## src/rtl/wdog_lockable_pkg.sv

```systemverilog
package wdog_lockable_pkg;

    typedef enum logic [1:0] {
        SEQ_IDLE,
        SEQ_UNL_A,
        SEQ_UNLOCKED,
        SEQ_KICK_A
    } seq_state_t;

    localparam int          WORD_W     = 16;
    localparam logic [15:0] KEY_UNL_A  = 16'h3333;
    localparam logic [15:0] KEY_UNL_B  = 16'hCCCC;
    localparam logic [15:0] KEY_KICK_A = 16'hAAAA;
    localparam logic [15:0] KEY_KICK_B = 16'h5555;

    // control word bit positions (software-visible layout)
    localparam int BIT_RUN   = 15;
    localparam int BIT_RSTEN = 14;
    localparam int BIT_FLAG  = 12;

    localparam logic [1:0] OFS_CTL = 2'd0;
    localparam logic [1:0] OFS_LO  = 2'd1;
    localparam logic [1:0] OFS_HI  = 2'd2;

endpackage

```

## src/rtl/wdog_lockable_seq.sv

```systemverilog
module wdog_lockable_seq
    import wdog_lockable_pkg::*;
(
    input  logic                clk,
    input  logic                rst_n,
    input  logic                ctl_wr,
    input  logic [WORD_W-1:0]   wdata,
    output logic                commit,
    output logic                kick
);

    seq_state_t state_q, state_d;

    // state register
    always_ff @(posedge clk) begin
        if (!rst_n) state_q <= SEQ_IDLE;
        else        state_q <= state_d;
    end

    // next state
    always_comb begin
        state_d = state_q;
        if (ctl_wr) begin
            unique case (state_q)
                SEQ_IDLE: begin
                    if (wdata == KEY_UNL_A)       state_d = SEQ_UNL_A;
                    else if (wdata == KEY_KICK_A) state_d = SEQ_KICK_A;
                    else                          state_d = SEQ_IDLE;
                end
                SEQ_UNL_A: begin
                    if (wdata == KEY_UNL_B) state_d = SEQ_UNLOCKED;
                    else                    state_d = SEQ_IDLE;
                end
                SEQ_UNLOCKED: state_d = SEQ_IDLE;
                SEQ_KICK_A:   state_d = SEQ_IDLE;
                default:      state_d = SEQ_IDLE;
            endcase
        end
    end

    // outputs
    always_comb begin
        commit = 1'b0;
        kick   = 1'b0;
        unique case (state_q)
            SEQ_UNLOCKED: commit = ctl_wr;
            SEQ_KICK_A:   kick   = ctl_wr && (wdata == KEY_KICK_B);
            default: ;
        endcase
    end

endmodule

```

## src/rtl/wdog_lockable_count.sv

```systemverilog
module wdog_lockable_count #(
    parameter int CNT_W       = 32,
    parameter int EXP_W       = 8,
    parameter int FIRST_STAGE = 14,
    parameter int BASE_STAGE  = 24
) (
    input  logic             clk,
    input  logic             rst_n,
    input  logic             run,
    input  logic             kick,
    input  logic [EXP_W-1:0] exp_sel,
    output logic [CNT_W-1:0] cnt,
    output logic             expire
);

    logic [EXP_W-1:0] hit;

    // one carry detector per selectable stage
    for (genvar k = 0; k < EXP_W; k++) begin : g_stage
        localparam int STG = (k == 0) ? FIRST_STAGE : BASE_STAGE + k - 1;
        assign hit[k] = exp_sel[k] && !cnt[STG] && (&cnt[STG-1:0]);
    end

    assign expire = run && !kick && (|hit);

    always_ff @(posedge clk) begin
        if (!rst_n)            cnt <= '0;
        else if (kick || !run) cnt <= '0;
        else                   cnt <= cnt + 1'b1;
    end

endmodule

```

## src/rtl/wdog_lockable.sv

```systemverilog
module wdog_lockable
    import wdog_lockable_pkg::*;
#(
    parameter int CNT_W       = 32,
    parameter int EXP_W       = 8,
    parameter int FIRST_STAGE = 14,
    parameter int BASE_STAGE  = 24
) (
    input  logic        clk,
    input  logic        rst_n,
    input  logic        wr_en,
    input  logic [1:0]  addr,
    input  logic [15:0] wdata,
    output logic [15:0] rdata,
    output logic        irq,
    output logic        rst_req
);

    localparam logic [EXP_W-1:0] EXP_RST = EXP_W'(1);

    logic             ctl_wr, commit, kick, expire;
    logic             run_q, rsten_q, flag_q, rreq_q;
    logic [EXP_W-1:0] exp_q;
    logic [CNT_W-1:0] cnt;
    logic [WORD_W-1:0] ctl_word;

    assign ctl_wr = wr_en && (addr == OFS_CTL);

    wdog_lockable_seq u_seq (
        .clk    (clk),
        .rst_n  (rst_n),
        .ctl_wr (ctl_wr),
        .wdata  (wdata),
        .commit (commit),
        .kick   (kick)
    );

    wdog_lockable_count #(
        .CNT_W       (CNT_W),
        .EXP_W       (EXP_W),
        .FIRST_STAGE (FIRST_STAGE),
        .BASE_STAGE  (BASE_STAGE)
    ) u_cnt (
        .clk     (clk),
        .rst_n   (rst_n),
        .run     (run_q),
        .kick    (kick),
        .exp_sel (exp_q),
        .cnt     (cnt),
        .expire  (expire)
    );

    always_ff @(posedge clk) begin
        if (!rst_n) begin
            run_q   <= 1'b0;
            rsten_q <= 1'b0;
            exp_q   <= EXP_RST;
        end else if (commit) begin
            run_q   <= wdata[BIT_RUN];
            rsten_q <= wdata[BIT_RSTEN];
            if ($countones(wdata[EXP_W-1:0]) == 1) exp_q <= wdata[EXP_W-1:0];
        end
    end

    always_ff @(posedge clk) begin
        if (!rst_n) begin
            flag_q <= 1'b0;
            rreq_q <= 1'b0;
        end else begin
            rreq_q <= expire && rsten_q;
            if (expire)                          flag_q <= 1'b1;
            else if (commit && wdata[BIT_FLAG])  flag_q <= 1'b0;
        end
    end

    always_comb begin
        ctl_word                = '0;
        ctl_word[BIT_RUN]       = run_q;
        ctl_word[BIT_RSTEN]     = rsten_q;
        ctl_word[BIT_FLAG]      = flag_q;
        ctl_word[EXP_W-1:0]     = exp_q;
    end

    always_comb begin
        case (addr)
            OFS_CTL: rdata = ctl_word;
            OFS_LO:  rdata = cnt[15:0];
            OFS_HI:  rdata = cnt[31:16];
            default: rdata = '0;
        endcase
    end

    assign irq     = flag_q;
    assign rst_req = rreq_q;

endmodule

```

## config.mk

```make
export PLATFORM = sky130hd
export DESIGN_NAME = wdog_lockable
export DESIGN_NICKNAME = d
export VERILOG_FILES = /design/src/rtl/wdog_lockable_pkg.sv /design/src/rtl/wdog_lockable_seq.sv /design/src/rtl/wdog_lockable_count.sv /design/src/rtl/wdog_lockable.sv
export SDC_FILE = /design/constraint.sdc
export NUM_CORES = 1
export LEC_CHECK = 0
export BUFFER_PORTS_ARGS = -buffer_cell sky130_fd_sc_hd__clkbuf_2
export CORE_MARGIN = 1
export CORE_UTILIZATION = 45
export DETAILED_ROUTE_END_ITERATION = 6
export PLACE_DENSITY_LB_ADDON = 0.15
export RECOVER_POWER = 50
export SLEW_MARGIN = 20
export SYNTH_ARGS = -nofsm -noshare
export SYNTH_HDL_FRONTEND = slang
export SYNTH_HIERARCHICAL = 1
export SYNTH_SLANG_ARGS = --single-unit
```

## constraint.sdc

```tcl
create_clock -name clk -period 3.5 [get_ports clk]
set_input_delay 0.175 -clock clk [delete_from_list [all_inputs] [get_ports clk]]
set_output_delay 0.175 -clock clk [all_outputs]
set_load 0.1 [all_outputs]
```

==> summary.md <==
| Metric | Value |
|---|---|
| Layout fillers | `575` |
| Die H | `78.8 um` |
| Total number of vias | `2,249` |
| Setup CP Type | `input port to register` |
| Worst-path clk slew | `approximately 0.080 ns` |
| Postcts setup bufs | `0` |
| Register area share after synthesis | `34.7%` |
| Synthesis Warnings | `6` |
| Most common cell after layout, fill and taps aside | `dfxtp_1` |
| Relative slew slack | `-4.46%` |
| Status | `finished with violations` |
| Tmin final | `3.09 ns` |
| GRT Util Overall | `22.2%` |
| Peak supply drop | `0.000177 V` |
| First-pass GRT wire length | `about 11 mm` |
| Buffers on Ports | `38` |
| Area Growth Syn to Fin | `11.2%` |
| # diodes | `0` |
| Vias/cell | `5.34` |
| Core Area | `0.00561 mm2` |
| Area occupied by registers | `921 um2` |
| Initial drt markers | `84` |
| TritonCTS clock tree | `built` |
| Synth Flop Type | `dfxtp_1` |
| Die width | `78.8 um` |
| CTS max path bufs | `2` |
| Number of max-slew violations in the final report | `33` |
| Worst EP required | `3.73 ns` |
| Fmax | `between 300 and 400 MHz` |
| Routed WL per cell | `15.3 um` |
| Global placement routability congestion | `0.863` |
| RSZ-0062 raised after global routing | `false` |
| Crit. End Element | `register` |
| Yosys reg bits | `46` |
| Fin. Hold Viols | `0` |
| DR DRC count | `0` |
| CTS H-tree lvls | `2` |
| Vias in the first global route | `2,184` |
| Worst skew pair latency | `just under 0.3 ns` |
| Power density over the cells | `about 320 mW/mm2` |
| Max Cap Viol | `1` |
| Initial antenna violation count | `0` |
| Dpl hpwl | `4.75 mm` |
| TritonCTS Sinks | `46` |
| Distinct cell type count after synthesis | `49` |
| Root buf cell | `clkbuf_8` |
| Synth Instances | `315` |
| Post-synth EDFFs | `0` |
| Crit path launch type | `input port` |
| Die area | `0.00621 mm2` |
| Commonest non-fill, non-tap cells in the layout | `46 x dfxtp_1, 36 x nand2_1, 32 x nor2_1` |
| First drt pass iteration count | `5` |
| Failing checks | `capacitance limit, slew limit` |
| # IOs | `39` |
| Syn avg cell area | `8.43 um2` |
| Post-Route WL | `6.43 mm` |
| Num rows | `27` |
| Gr ovfl total | `0` |
| Layout cells sized above 1 | `13.8%` |
| Worst-path fanout max | `8` |
| Largest net degree at the start of global routing | `33` |
| CTS resizes | `0` |
| Post-Syn Nets | `344` |
| Worst EP arrival | `3.32 ns` |
| Leakage | `1.02 nW` |
| Worst hold-check path type | `input port to register` |
| Worst Tran Pin Value | `1.57 ns` |
| CTS buffer count | `5` |
| Initial core utilization | `47.3%` |
| Nets | `between 300 and 400` |
| Period Utilization, post-route | `between 80 and 90%` |
| Area of the multi-input gates | `0.00157 mm2` |
| Post-DRT Antenna Nets | `0` |
| Cts hold-fix bufs | `0` |
| Mapped Area | `about 0.0027 mm2` |
| Setup TNS | `0 ns` |
| Hold WS | `0.149 ns` |
| Worst Skew | `0.00221 ns` |
| Async S/R FF share, synth | `0%` |
| Final Setup Violations | `0` |
worst paths after layout:
check,slack (ns),depth (start not counted),start,to
worst min-delay path,0.15,3,wdata[4],exp_q[4]
worst min register to register,0.49,1,u_cnt/cnt[0],u_cnt/cnt[0]
worst max register to register,0.92,6,u_seq/state_q[0],u_cnt/cnt[23]
worst max-delay path,0.41,12,wdata[0],exp_q[5]
Yosys cell counts, types with 5 or more instances:
cell      count  area share, %
a21oi_1       8            1.5
a22o_1        5            1.6
clkbuf_1      8            1.1
dfxtp_1      46             35
inv_1        22            3.1
mux2i_1      21            7.9
nand2_1      36            5.1
nand3_1      10            1.9
nand4_1       6            1.4
nor2_1       32            4.5
nor2b_1      10            2.4
nor3_1        9            1.7
o21ai_0      18            3.4
xnor2_1      18            5.9
xor2_1        7            2.3
final cells by class:
type | instances | area share, %
Timing Repair Buffer | 41 | 6.61
Clock inverter | 1 | 0.170
Multi-Input combinational cell | 232 | 53.2
Sequential cell | 46 | 31.2
Tap cell | 72 | 3.05
Inverter | 22 | 2.80
Clock buffer | 7 | 2.92
critical path, cell delays in order:
cell,delay [ns]
clkbuf_2,0.11
inv_1,0.06
fa_1,0.55
fa_1,0.43
fa_1,0.43
inv_1,0.06
ha_1,0.15
inv_1,0.05
fa_1,0.39
a211o_1,0.32
a21oi_4,0.36
mux2i_1,0.23
stage by stage:
| step | setup slack (ns) | instances | cell area, um2 | util, % | power [W] |
|---|---|---|---|---|---|
| floorplan | 0.0937 | 315 | 2660 | - | 0.000605 |
| global placement | 0.179 | 413 | 2890 | 51.5 | 0.000634 |
| detailed placement | 0.0719 | 413 | 2890 | 51.5 | 0.000637 |
| CTS | 0.396 | 421 | 2980 | 53.1 | 0.000972 |
| global route | 0.253 | 421 | 2950 | 52.6 | 0.00100 |
| finish | 0.407 | 421 | 2950 | 52.6 | 0.000959 |
flip-flops by register name (all words and copies together) (netlist names):
register       count
exp_q              8
u_seq/state_q      2
rsten_q            1
run_q              1
u_cnt/cnt         32
rst_req            1
irq                1
power by group:
group / leakage [nW] / internal (W) / switching (W)
Sequential: 0.370 / 0.000523 / 0.000000000156
Combinational: 0.600 / 0.0000407 / 0.0000607
Clock: 0.0482 / 0.000160 / 0.000175
Total: 1.02 / 0.000723 / 0.000236
layer usage:
layer  vias to the layer above  wire [um]  track usage (%)
met3                         7        208             3.79
met4                         0         93             6.91
met5                         -          0                0
met1                      1065       3200             31.1
met2                        32       2940             34.6
li1                       1145          -                -
kinds of logic after synthesis:
| family | Yosys count | synth area share, % |
|---|---|---|
| adder cells (fa/ha/maj) | 8 | 4.90 |
| multiplexers | 21 | 7.92 |
| AO/OA/AOI/OAI | 41 | 10.4 |
| AND/OR/NAND/NOR | 137 | 28.1 |
| flip-flops | 46 | 34.7 |
| buffers and inverters | 37 | 5.75 |
| XOR/XNOR | 25 | 8.25 |
Power figures use the tool's default switching activity.
